## src/rtl/rssb_pkg.sv

```systemverilog
package rssb_pkg;

  typedef enum logic [1:0] {
    ADDR_IP,
    ADDR_OP,
    ADDR_IPWORD,
    ADDR_ACCWORD
  } addrSel_t;

  typedef enum logic [1:0] {
    WD_RES,
    WD_ACC,
    WD_IP
  } wdSel_t;

  // strobes from control to datapath
  typedef struct packed {
    logic     bootIp;
    logic     bootAcc;
    logic     latchOp;
    logic     exec;
    logic     stepNop;
    addrSel_t addrSel;
    wdSel_t   wdSel;
  } ctrlStrobe_t;

endpackage

```

## src/rtl/rssb_datapath.sv

```systemverilog
module rssb_datapath
  import rssb_pkg::*;
#(
  parameter int DATA_W = 16
) (
  input  logic              clk,
  input  logic              rst_n,
  input  ctrlStrobe_t       st,
  input  logic [DATA_W-1:0] memRdata,
  output logic [DATA_W-1:0] memAddr,
  output logic [DATA_W-1:0] memWdata,
  output logic              rdIsHalt,
  output logic              rdIsNop
);

  localparam logic [DATA_W-1:0] IP_WORD   = '0;
  localparam logic [DATA_W-1:0] ACC_WORD  = DATA_W'(1);
  localparam logic [DATA_W-1:0] NOP_CODE  = '1;
  localparam logic [DATA_W-1:0] HALT_CODE = {{(DATA_W-1){1'b1}}, 1'b0};
  localparam logic [DATA_W-1:0] STEP_ONE  = DATA_W'(1);
  localparam logic [DATA_W-1:0] STEP_TWO  = DATA_W'(2);

  logic [DATA_W-1:0] ipReg, accReg, opReg;
  logic [DATA_W-1:0] operand, result, nextIp;

  assign rdIsHalt = (memRdata == HALT_CODE);
  assign rdIsNop  = (memRdata == NOP_CODE);

  // operands 0 and 1 read the live register, not the memory image
  always_comb begin
    if (opReg == IP_WORD)       operand = ipReg;
    else if (opReg == ACC_WORD) operand = accReg;
    else                        operand = memRdata;
  end

  assign result = operand - accReg;
  assign nextIp = (opReg == IP_WORD) ? result
                : ipReg + (result[DATA_W-1] ? STEP_TWO : STEP_ONE);

  always_ff @(posedge clk or negedge rst_n) begin
    if (!rst_n) begin
      ipReg  <= '0;
      accReg <= '0;
      opReg  <= '0;
    end else begin
      if (st.bootIp)  ipReg   <= memRdata;
      if (st.bootAcc) accReg  <= memRdata;
      if (st.latchOp) opReg   <= memRdata;
      if (st.stepNop) ipReg   <= ipReg + STEP_ONE;
      if (st.exec) begin
        accReg <= result;
        ipReg  <= nextIp;
      end
    end
  end

  always_comb begin
    unique case (st.addrSel)
      ADDR_IP:      memAddr = ipReg;
      ADDR_OP:      memAddr = opReg;
      ADDR_IPWORD:  memAddr = IP_WORD;
      ADDR_ACCWORD: memAddr = ACC_WORD;
      default:      memAddr = ipReg;
    endcase
  end

  always_comb begin
    unique case (st.wdSel)
      WD_RES:  memWdata = result;
      WD_ACC:  memWdata = accReg;
      WD_IP:   memWdata = ipReg;
      default: memWdata = result;
    endcase
  end

  // self-subtraction of the accumulator leaves zero
  p_acc_clear_r5: assert property (@(posedge clk) disable iff (!rst_n)
    (st.exec && opReg == ACC_WORD) |=> (accReg == '0));

  // a write to word 0 lands in IP exactly, same value as ACC
  p_jump_exact_r6: assert property (@(posedge clk) disable iff (!rst_n)
    (st.exec && opReg == IP_WORD) |=> (ipReg == accReg));

  // no-operation leaves the accumulator alone
  p_nop_acc_r7: assert property (@(posedge clk) disable iff (!rst_n)
    st.stepNop |=> $stable(accReg));

  // IP moves only on boot, execute or no-operation
  p_ip_hold_r4: assert property (@(posedge clk) disable iff (!rst_n)
    !(st.bootIp || st.exec || st.stepNop) |=> $stable(ipReg));

endmodule

```

## src/rtl/rssb_control.sv

```systemverilog
module rssb_control
  import rssb_pkg::*;
(
  input  logic        clk,
  input  logic        rst_n,
  input  logic        rdIsHalt,
  input  logic        rdIsNop,
  output ctrlStrobe_t st,
  output logic        memWe,
  output logic        halted
);

  typedef enum logic [3:0] {
    S_BOOT_IP,
    S_BOOT_ACC,
    S_BOOT_LATCH,
    S_FETCH,
    S_DECODE,
    S_OPREAD,
    S_EXEC,
    S_SYNC_ACC,
    S_SYNC_IP,
    S_HALT
  } state_t;

  state_t state, stateNext;

  always_ff @(posedge clk or negedge rst_n) begin
    if (!rst_n) state <= S_BOOT_IP;
    else        state <= stateNext;
  end

  always_comb begin
    stateNext  = state;
    st         = '0;
    st.addrSel = ADDR_IP;
    st.wdSel   = WD_RES;
    memWe      = 1'b0;
    unique case (state)
      S_BOOT_IP: begin
        st.addrSel = ADDR_IPWORD;
        stateNext  = S_BOOT_ACC;
      end
      S_BOOT_ACC: begin
        st.addrSel = ADDR_ACCWORD;
        st.bootIp  = 1'b1;
        stateNext  = S_BOOT_LATCH;
      end
      S_BOOT_LATCH: begin
        st.bootAcc = 1'b1;
        stateNext  = S_FETCH;
      end
      S_FETCH: begin
        st.addrSel = ADDR_IP;
        stateNext  = S_DECODE;
      end
      S_DECODE: begin
        if (rdIsHalt) begin
          stateNext = S_HALT;
        end else if (rdIsNop) begin
          st.stepNop = 1'b1;
          stateNext  = S_SYNC_IP;
        end else begin
          st.latchOp = 1'b1;
          stateNext  = S_OPREAD;
        end
      end
      S_OPREAD: begin
        st.addrSel = ADDR_OP;
        stateNext  = S_EXEC;
      end
      S_EXEC: begin
        st.exec    = 1'b1;
        st.addrSel = ADDR_OP;
        st.wdSel   = WD_RES;
        memWe      = 1'b1;
        stateNext  = S_SYNC_ACC;
      end
      S_SYNC_ACC: begin
        st.addrSel = ADDR_ACCWORD;
        st.wdSel   = WD_ACC;
        memWe      = 1'b1;
        stateNext  = S_SYNC_IP;
      end
      S_SYNC_IP: begin
        st.addrSel = ADDR_IPWORD;
        st.wdSel   = WD_IP;
        memWe      = 1'b1;
        stateNext  = S_FETCH;
      end
      S_HALT:  stateNext = S_HALT;
      default: stateNext = S_BOOT_IP;
    endcase
  end

  assign halted = (state == S_HALT);

  // halt is sticky
  p_halt_sticky_r8: assert property (@(posedge clk) disable iff (!rst_n)
    halted |=> halted);

  // no writes once halted
  p_quiet_halt_r8: assert property (@(posedge clk) disable iff (!rst_n)
    halted |-> !memWe);

  // word 1 is refreshed right before word 0, and word 0 right before a fetch
  p_sync_order_r9: assert property (@(posedge clk) disable iff (!rst_n)
    (state == S_SYNC_ACC) |=> (state == S_SYNC_IP && memWe));

endmodule

```

## src/rtl/rssb_core.sv

```systemverilog
module rssb_core
  import rssb_pkg::*;
#(
  parameter int DATA_W = 16
) (
  input  logic              clk,
  input  logic              rst_n,
  output logic [DATA_W-1:0] memAddr,
  output logic              memWe,
  output logic [DATA_W-1:0] memWdata,
  input  logic [DATA_W-1:0] memRdata,
  output logic              halted
);

  ctrlStrobe_t st;
  logic        rdIsHalt, rdIsNop;

  rssb_control u_control (
    .clk      (clk),
    .rst_n    (rst_n),
    .rdIsHalt (rdIsHalt),
    .rdIsNop  (rdIsNop),
    .st       (st),
    .memWe    (memWe),
    .halted   (halted)
  );

  rssb_datapath #(.DATA_W(DATA_W)) u_datapath (
    .clk      (clk),
    .rst_n    (rst_n),
    .st       (st),
    .memRdata (memRdata),
    .memAddr  (memAddr),
    .memWdata (memWdata),
    .rdIsHalt (rdIsHalt),
    .rdIsNop  (rdIsNop)
  );

  // quiet memory port and low halt flag during reset
  always @(posedge clk) begin
    if (!rst_n) begin
      p_reset_quiet_r1: assert (!memWe && !halted);
    end
  end

  // the IP image write-back always targets word 0
  p_ip_image_r9: assert property (@(posedge clk) disable iff (!rst_n)
    (memWe && st.wdSel == WD_IP) |-> (memAddr == '0));

endmodule

```

## config.mk

```make
export PLATFORM = sky130hd
export DESIGN_NAME = rssb_core
export DESIGN_NICKNAME = d
export VERILOG_FILES = /design/src/rtl/rssb_pkg.sv /design/src/rtl/rssb_datapath.sv /design/src/rtl/rssb_control.sv /design/src/rtl/rssb_core.sv
export SDC_FILE = /design/constraint.sdc
export NUM_CORES = 1
export LEC_CHECK = 0
export BUFFER_PORTS_ARGS = -buffer_cell sky130_fd_sc_hd__buf_2
export CORE_MARGIN = 2
export CORE_UTILIZATION = 45
export CTS_CLUSTER_SIZE = 12
export DETAILED_ROUTE_END_ITERATION = 7
export SYNTH_ARGS = -nofsm -noshare
export SYNTH_HDL_FRONTEND = slang
export SYNTH_SLANG_ARGS = --single-unit
```

## constraint.sdc

```tcl
create_clock -name clk -period 5.83 [get_ports clk]
set_input_delay 1.166 -clock clk [delete_from_list [all_inputs] [get_ports clk]]
set_output_delay 1.166 -clock clk [all_outputs]
set_load 0.02 [all_outputs]
```

==> results.json <==
{
  "status": "complete, no violations",
  "final_cell_mix": "nand2_1, nor2_1, dfrtp_1",
  "peakVddDrop_v": 0.000334,
  "hold_class": "flop to flop",
  "internal-power_mw": 1.63,
  "postLayoutCoreUtil": 0.501,
  "first_pass_iters": 5,
  "chipWidth_um": 109,
  "port_buffers": 51,
  "cts_buffers": 5,
  "clk_latency_ns": 0.33,
  "use_met1": 0.398,
  "overflow": 0,
  "p_switching_mw": 2.10,
  "dieArea_mm2": 0.0118,
  "ys_seq_area_frac": 0.264,
  "synthFlopType": "dfrtp_1",
  "grt_start_max_net_pins": 53,
  "viasPerCell": 6.31,
  "grt_pass1_wl_mm": 26.4,
  "grt.met3_usage": 0.0377,
  "h-tree-depth": 2,
  "hold_start": "u_datapath.accReg[1]",
  "synthToLayoutAreaGrowth_pct": 9.26,
  "ys_types": 66,
  "switching_share": 0.564,
  "synthCells": 632,
  "avgSynthCellArea_um2": 7.80,
  "comb_power_share": 0.694,
  "grt_pass1_vias": 4677,
  "wl_mm": 17.1,
  "p_per_area_mw_per_mm2": 692,
  "crit_arrival_ns": 4.35,
  "clkPwrFrac": 0.062,
  "cts_root_buffer": "clkbuf_8",
  "clock-sinks": 52,
  "dpl.hpwl_mm": 12.4,
  "remaining_drc_errors": 0,
  "rsz0062_at_grt": "no",
  "worstMarginPinSlew_ns": 1.15,
  "antenna_found_initial": 1,
  "postRouteAntennaNets": 0,
  "routedWlPerCell_um": 21.4,
  "fmax_ghz": 0.181,
  "p_leak_nw": 2.30,
  "cts_tree": "yes",
  "placed_cell_area_mm2": 0.00527,
  "crit_fanout": 24,
  "whs_endpoint": "u_datapath.accReg[1]",
  "r2r_end": "u_datapath.ipReg[13]",
  "vias": 5028,
  "min_period_ns": 5.52,
  "cp.required_ns": 4.66,
  "synth_area_mm2": 0.00493,
  "fp.dieH_um": 109,
  "nets": 695,
  "fillCellCount": 1066,
  "hold-path-cell-count": 2,
  "drv_slew": 0,
  "place_congestion": 0.934,
  "fin_tns_setup_ns": 0,
  "num_io_pins": 52,
  "synth_edf_count": 0,
  "cp-start-kind": "flop",
  "synth.ff_latch_count": 52,
  "ff2ff_setup_slack_ns": 0.41,
  "stdcell_area_mm2": 0.00539,
  "ff2ff_path_depth": 21,
  "hold_viol": 0,
  "drtIter0Drc": 487,
  "final_common_cell": "nand2_1",
  "maxCapViolations": 0,
  "cts_hold_buf": 0,
  "crit_type": "flop to primary output",
  "cp-end-kind": "primary output",
  "clk_pin_slew_ns": 0.10,
  "start_util": 0.459,
  "period_share": 0.947,
  "yosysWarningCount": 0,
  "grt.busiest_layer": "met2",
  "globalRouteTotalUtil": 0.295,
  "timing.rr.start": "u_datapath.opReg[12]",
  "async_flop_share": 1.00,
  "skew_ns": 0.0128,
  "use_met2": 0.479,
  "maxSlewHeadroom": 0.231,
  "p_seq_frac": 0.244,
  "setup_violations": 0,
  "finalPower_mw": 3.73,
  "layout-drive-gt1-share": 0.163,
  "syn_nets": 672,
  "rows": 38,
  "core_mm2": 0.0107,
  "clk_path_buf_depth": 2
}
==> synthesized netlist by cell type (7+ instances only) <==
master,count,area [um2]
nor3_1,15,75.1
nand3_1,22,110
a22o_1,20,175
inv_1,25,93.8
nand2_1,65,244
a21oi_1,47,235
ha_1,20,250
nor2_1,64,240
mux2i_1,20,200
mux2_2,17,191
xnor2_1,17,149
o21ai_0,50,250
a31oi_1,8,50.1
a22oi_1,11,82.6
dfrtp_1,52,1300
a221oi_1,7,61.3
clkbuf_1,40,150
nand2b_1,7,43.8
xor2_1,13,114
and3_1,8,50.1
==> worst max-delay path: stages, from the launching register on <==
cell and delay (ns):
dfrtp_1 0.43, nor4_4 0.34, nand4_1 0.16, or3_1 0.47, buf_4 0.26, nand2_1 0.08
o21ai_0 0.08, ha_1 0.36, o21a_1 0.17, o2111ai_1 0.23, o21bai_1 0.28, a31oi_1 0.33
mux2_2 0.41, nor3_1 0.18, a21oi_1 0.06, buf_2 0.17
==> power groups by stage <==
stage | Clock (mW) | Sequential, mW | Combinational, mW
floorplan | 0 | 0.670 | 1.98
global placement | 0 | 0.896 | 2.50
detailed placement | 0 | 0.902 | 2.52
CTS | 0.241 | 0.894 | 2.53
global route | 0.253 | 0.937 | 2.82
finish | 0.232 | 0.909 | 2.59
==> cells by family after synthesis <==
kind of cell | count (synthesis) | share of synthesized area
adder cells (fa/ha/maj) | 22 | 0.0589
flip-flops | 52 | 0.264
AND/OR/NAND/NOR | 214 | 0.207
AO/OA/AOI/OAI | 202 | 0.276
XOR/XNOR | 31 | 0.0566
buffers and inverters | 74 | 0.0579
multiplexers | 37 | 0.0794
==> per-layer routing <==
metal,vias to the layer above,part of all wire
met5,-,0
met4,0,0.035
met3,37,0.064
met2,204,0.47
met1,2434,0.43
li1,2353,-
==> metrics by stage <==
stage	hold slack, ns	std cells	setup WS (ns)
floorplan	0.493	632	0.995
global placement	0.519	787	0.555
detailed placement	0.550	787	0.246
CTS	0.570	795	0.111
global route	0.610	796	0.0312
finish	0.569	797	0.310
==> registers in the layout (all words and copies together) (netlist names) <==
register,flops
u_datapath.accReg,16
u_datapath.ipReg,16
u_datapath.opReg,16
u_control.state,4
==> repair_timing <==
action | CTS | global route
setup endpoints to repair | 0 | 6
gates resized for setup | 0 | 2
buffers inserted | 0 | 1
==> worst max-delay path by stage <==
stage                               startpoint                    to  slack, ns  depth (start not counted)
after floorplan           u_datapath.opReg[12]          memWdata[15]        1.0                         15
after global placement    u_datapath.opReg[12]  u_datapath.ipReg[11]       0.56                         20
after detailed placement  u_datapath.opReg[12]  u_datapath.ipReg[11]       0.25                         20
after CTS                 u_datapath.opReg[12]          memWdata[15]       0.11                         16
after global routing      u_datapath.opReg[12]          memWdata[15]       0.03                         16
final                     u_datapath.opReg[12]          memWdata[14]       0.31                         15
==> layout make-up <==
class	count	area, um2	share of cell area
multi-input combinational	506	3360	0.624
sequential	52	1300	0.242
timing repair buffer	65	360	0.0669
tap	140	175	0.0325
inverter	25	93.8	0.0174
clock buffer	5	68.8	0.0128
clock inverter	3	21.3	0.00395
antenna	1	2.50	0.000464
No activity file was read; power rests on OpenSTA's default activity.
